<file path="src/rtl/popc_pkg.sv">
// Package: helpers shared by the counter tree and its checker.
// Assumes masks of at most 32 levels.
package popc_pkg;

    // Count register stages selected in the low 'levels' bits of a mask.
    function automatic int stages_in_mask(logic [31:0] mask, int levels);
        int n;
        n = 0;
        for (int i = 0; i < levels; i++) begin
            if (mask[i]) n++;
        end
        return n;
    endfunction

    // Bit offset of tree level 'lvl' inside the flat tree bus.
    function automatic int tree_offset(int pad, int lvl);
        int off;
        off = 0;
        for (int k = 0; k < lvl; k++) begin
            off += (pad >> k) * (k + 1);
        end
        return off;
    endfunction

endpackage

</file>
<file path="src/rtl/popc_adders.sv">
// One level of the counting tree: adds neighbouring pairs of IW-bit sums
// into IW+1-bit sums. Purely combinational. Assumes N_IN is even.
module popc_adders #(
    parameter int N_IN = 8,
    parameter int IW   = 1
) (
    input  logic [N_IN*IW-1:0]          din,
    output logic [(N_IN/2)*(IW+1)-1:0]  dout
);
    localparam int N_OUT = N_IN / 2;
    localparam int OW    = IW + 1;

    // Pairwise widening adders, one per output lane.
    for (genvar j = 0; j < N_OUT; j++) begin : g_pair
        assign dout[j*OW +: OW] = {1'b0, din[(2*j)*IW +: IW]}
                                + {1'b0, din[(2*j+1)*IW +: IW]};
    end
endmodule

</file>
<file path="src/rtl/popc_delay.sv">
// Fixed-depth register chain with synchronous active-low reset to zero.
// Used both for tree level registers (DEPTH=1) and the side-band line.
// Assumes DEPTH >= 1.
module popc_delay #(
    parameter int W     = 8,
    parameter int DEPTH = 1
) (
    input  logic         clk,
    input  logic         rst_n,
    input  logic [W-1:0] din,
    output logic [W-1:0] dout
);
    logic [W-1:0] stage_q [DEPTH];

    // Shift the chain by one position per cycle, clear on reset.
    always_ff @(posedge clk) begin
        if (!rst_n) begin
            for (int i = 0; i < DEPTH; i++) stage_q[i] <= '0;
        end else begin
            stage_q[0] <= din;
            for (int i = 1; i < DEPTH; i++) stage_q[i] <= stage_q[i-1];
        end
    end

    assign dout = stage_q[DEPTH-1];
endmodule

</file>
<file path="src/rtl/popcount_pipe.sv">
// Pipelined population counter. A binary tree of widening adders counts the
// set bits of in_bits; REG_MASK bit l registers the output of level l.
// A delay line of matching depth carries in_valid and in_tag.
// Assumes IN_W >= 2; non-power-of-two widths are zero padded.
module popcount_pipe #(
    parameter int          IN_W     = 64,
    parameter int          TAG_W    = 8,
    parameter logic [31:0] REG_MASK = 32'h15,
    localparam int         OUT_W    = $clog2(IN_W) + 1
) (
    input  logic             clk,
    input  logic             rst_n,
    input  logic             in_valid,
    input  logic [IN_W-1:0]  in_bits,
    input  logic [TAG_W-1:0] in_tag,
    output logic             out_valid,
    output logic [OUT_W-1:0] out_count,
    output logic [TAG_W-1:0] out_tag
);
    localparam int LEVELS = $clog2(IN_W);
    localparam int PAD_W  = 1 << LEVELS;
    localparam int LAT    = popc_pkg::stages_in_mask(REG_MASK, LEVELS);
    localparam int TREE_W = popc_pkg::tree_offset(PAD_W, LEVELS + 1);

    logic [TREE_W-1:0] tree;

    // Level 0 of the tree: raw flags, padded with zeros.
    assign tree[0 +: PAD_W] = PAD_W'(in_bits);

    // One adder level per tree step, registered where the mask asks.
    for (genvar l = 0; l < LEVELS; l++) begin : g_lvl
        localparam int NI    = PAD_W >> l;
        localparam int IW    = l + 1;
        localparam int NO    = NI / 2;
        localparam int OW    = l + 2;
        localparam int OFF_I = popc_pkg::tree_offset(PAD_W, l);
        localparam int OFF_O = popc_pkg::tree_offset(PAD_W, l + 1);

        logic [NO*OW-1:0] sum_w;

        popc_adders #(.N_IN(NI), .IW(IW)) u_add (
            .din  (tree[OFF_I +: NI*IW]),
            .dout (sum_w)
        );

        if (REG_MASK[l]) begin : g_reg
            popc_delay #(.W(NO*OW), .DEPTH(1)) u_reg (
                .clk  (clk),
                .rst_n(rst_n),
                .din  (sum_w),
                .dout (tree[OFF_O +: NO*OW])
            );
        end else begin : g_wire
            assign tree[OFF_O +: NO*OW] = sum_w;
        end
    end

    assign out_count = tree[popc_pkg::tree_offset(PAD_W, LEVELS) +: OUT_W];

    // Side-band line matched to the tree latency.
    if (LAT > 0) begin : g_side
        popc_delay #(.W(TAG_W + 1), .DEPTH(LAT)) u_side (
            .clk  (clk),
            .rst_n(rst_n),
            .din  ({in_valid, in_tag}),
            .dout ({out_valid, out_tag})
        );
    end else begin : g_side_wire
        assign out_valid = in_valid;
        assign out_tag   = in_tag;
    end
endmodule

</file>
<file path="config.mk">
export PLATFORM = sky130hd
export DESIGN_NAME = popcount_pipe
export DESIGN_NICKNAME = d
export VERILOG_FILES = /design/src/rtl/popc_pkg.sv /design/src/rtl/popc_adders.sv /design/src/rtl/popc_delay.sv /design/src/rtl/popcount_pipe.sv
export SDC_FILE = /design/constraint.sdc
export NUM_CORES = 1
export LEC_CHECK = 0
export BUFFER_PORTS_ARGS = -buffer_cell sky130_fd_sc_hd__buf_2
export CAP_MARGIN = 10
export CORE_MARGIN = 5
export CORE_UTILIZATION = 57
export CTS_CLUSTER_SIZE = 25
export DETAILED_ROUTE_END_ITERATION = 7
export PLACE_DENSITY = 0.8
export SYNTH_ARGS = -nofsm -noshare
export SYNTH_HDL_FRONTEND = slang
export SYNTH_SLANG_ARGS = --single-unit
</file>
<file path="constraint.sdc">
create_clock -name clk -period 3.3 [get_ports clk]
set_input_delay 0.165 -clock clk [delete_from_list [all_inputs] [get_ports clk]]
set_output_delay 0.165 -clock clk [all_outputs]
set_load 0.03 [all_outputs]
</file>
==> flow_summary.yaml <==
detailed_routing:
  num_vias: 3854
  drt_iter0_drc: 126
  wl_met1_um: 4540
  ant_nets: 0
  wl_um: 12000
  first_pass_iters: 4
  met2_wirelength_um: 6650
  post-route-drc-count: 0
  maxUsedRoutingLayer: "met4"
  wl_per_cell_um: 14.2
  viasPerCell: 4.54
  routed-wl-met3_um: 576
placed_design:
  gp_congestion: 0.732
  placed_area_um2: 6480
  preCtsSetupSlack_ps: 765
  dp_hpwl_um: 6790
  portBuffers: 90
floorplanning:
  io_pins: 91
  fp.coreArea_um2: 10300
  row_count: 37
  fp.dieH_um: 112
  initial_core_util_pct: 58.2
  die_x_um: 112
  dieArea_um2: 12600
clock_tree:
  cts_tree: "done"
  cts_sinks: 135
  cts_setup_buffers: 0
  cts_made_buffers: 17
  clockBufferDepth: 2
  clock_tree.htree_level_count: 4
  path_clk_slew_ps: 60
  root_buffer: "clkbuf_8"
  postCtsResizedCells: 0
  ctsHoldBuffers: 97
  clock_latency_ps: 510
grt:
  antenna_found_initial: 0
  grt_pass1_wl_um: 20200
  grtUsageTotal_pct: 20.8
  grt-ovfl-total: 0
  grt_max_degree: 85
  grt_pass1_vias: 4323
synthesis:
  synth_area_leaders: "dfxtp_1, fa_1, ha_1"
  ys_async_sr_fraction_pct: 0
  syn_area_um2: 5980
  yosysTopAreaCell: "dfxtp_1"
  synth_top_area_share_pct: 45.2
  synthXorXnorAreaFrac_pct: 1.03
  synth-simple-area-share_pct: 14.5
  synth_cell_types: 23
  synth_compound_area_share_pct: 2.20
  synth-warning-count: 0
  ys.flop_type: "dfxtp_1"
  synth_nets: 703
  syn_inst: 515
  synth.avg_cell_area_um2: 11.6
  synth-adder-area-share_pct: 29.8
  muxShareOfSynthArea_pct: 0
  synthMostInstantiatedCell: "dfxtp_1"
  synth-seq-cells: 135
  yosys-top-cells-count: "dfxtp_1, and2_1, inv_1"
  synth_edf_count: 0
  yosysSeqAreaShare_pct: 45.2
  synth_top_family_by_area: "adder cells"
worst_setup_path:
  path_cells: "inv_1, fa_1, inv_1, fa_1, ha_1, fa_1, a21o_1, a21oi_1, nor2b_1"
  cp_common_cell: "fa_1"
  cp-start-kind: "register"
  cp_slowest_cell: "fa_1"
  rr_worst_depth: 9
  cp-end-kind: "register"
  cp.arrival_ps: 2980
  crit_end: "g_lvl[4].g_reg.u_reg.stage_q[0][11]"
  crit_fanout: 2
  required_ps: 3700
  timing.rr.end: "g_lvl[4].g_reg.u_reg.stage_q[0][11]"
  cp_slowest_stage_delay_ps: 540
  reg2reg_setup_slack_ps: 730
  critPathLaunch: "g_lvl[2].g_reg.u_reg.stage_q[0][17]"
  r2r-start: "g_lvl[2].g_reg.u_reg.stage_q[0][17]"
  crit_type: "reg2reg"
sta:
  max_freq_mhz: 389
  holdWs_ps: 26.1
  worst_pin_slew_ps: 606
  rsz0062_at_grt: "no"
  final.min_clock_period_ps: 2570
  fin_skew_ps: 6.37
  setup_ws_ps: 729
  drv_slew: 0
  setup_viol: 0
  period_share_pct: 77.9
  finalHoldViolCount: 0
  slew_headroom_pct: 59.6
  fin_setup_tns_ps: 0
finish:
  syn2layout_area_growth_pct: 35.6
  diodes: 0
  drive_gt1_share_pct: 17.8
  final_nets: 888
  fin_area_um2: 8100
  nFillCells: 617
min_path:
  worstHoldPathType: "in2reg"
power:
  total_power_mw: 4.84
  peakVddDrop_uv: 447
  p_leak_nw: 3.87
  powerDensity_nw_per_um2: 597
job:
  drv_cap: 0
status:
  status: "finished clean"
[routing by layer]
metal,GRT usage (%),vias up
li1,-,1919
met1,21.1,1825
met2,39.5,91
met3,6.95,19
met4,7.05,0
met5,0,-
[placed cells by master (no fill, tap or decap), types with 12 or more instances in the layout]
| cell | Yosys | final |
|---|---|---|
| ha_1 | 64 | 64 |
| fa_1 | 49 | 49 |
| and2_1 | 123 | 123 |
| inv_1 | 81 | 81 |
| dlygate4sd3_1 | 0 | 97 |
| clkbuf_16 | 0 | 16 |
| dfxtp_1 | 135 | 135 |
| buf_2 | 0 | 90 |
| nor2b_1 | 12 | 12 |
[registers in the layout (all words and copies together), names as in the netlist]
| register | flops |
|---|---|
| g_side.u_side.stage_q | 27 |
| g_lvl.g_reg.u_reg.stage_q | 108 |
[stage by stage]
stage / util [%] / instances
6_report: 78.9 / 849
4_1_cts: 78.9 / 849
5_1_grt: 78.9 / 849
3_3_place_gp: 63.0 / 720
2_1_floorplan: - / 515
3_5_place_dp: 63.0 / 720
[worst min path at each step]
stage                from                                  to  cells after the start
6_report       in_bits[4]  g_lvl[0].g_reg.u_reg.stage_q[0][5]                      3
5_1_grt        in_bits[4]  g_lvl[0].g_reg.u_reg.stage_q[0][5]                      3
4_1_cts        in_bits[4]  g_lvl[0].g_reg.u_reg.stage_q[0][5]                      3
3_5_place_dp    in_tag[3]         g_side.u_side.stage_q[0][3]                      2
3_3_place_gp    in_tag[2]         g_side.u_side.stage_q[0][2]                      2
2_1_floorplan   in_tag[0]         g_side.u_side.stage_q[0][0]                      1
[kinds of logic after synthesis]
family / count (synthesis)
AOI/OAI and AO/OA: 19
xor gates and xnor gates: 7
adders and majority gates: 113
buffers and inverters: 103
DFF: 135
and+or+nand+nor: 138
[worst max-delay path: cells and delay by family, from the launching register on]
family | cells | cell delay [ps]
adder cells (fa/ha/maj) | 4 | 1630
AO/OA/AOI/OAI | 2 | 330
flip-flops | 1 | 320
buffers and inverters | 2 | 120
AND/OR/NAND/NOR | 1 | 60
[power breakdown]
| part | switching [mW] | internal (mW) | leakage, nW | total, mW |
|---|---|---|---|---|
| Sequential | 0.0614 | 1.77 | 1.11 | 1.83 |
| Combinational | 0.464 | 0.453 | 2.45 | 0.918 |
| Clock | 0.756 | 1.33 | 0.311 | 2.08 |
[area by class of cell]
class	instances	area (µm²)	share of cell area [%]
Multi-Input combinational cell	277	2840	35.1
Sequential cell	135	2700	33.3
Timing Repair Buffer	188	1430	17.6
Clock buffer	17	414	5.11
Inverter	81	304	3.75
Clock inverter	15	241	2.98
Tap cell	136	170	2.10
Power figures use the tool's default switching activity.
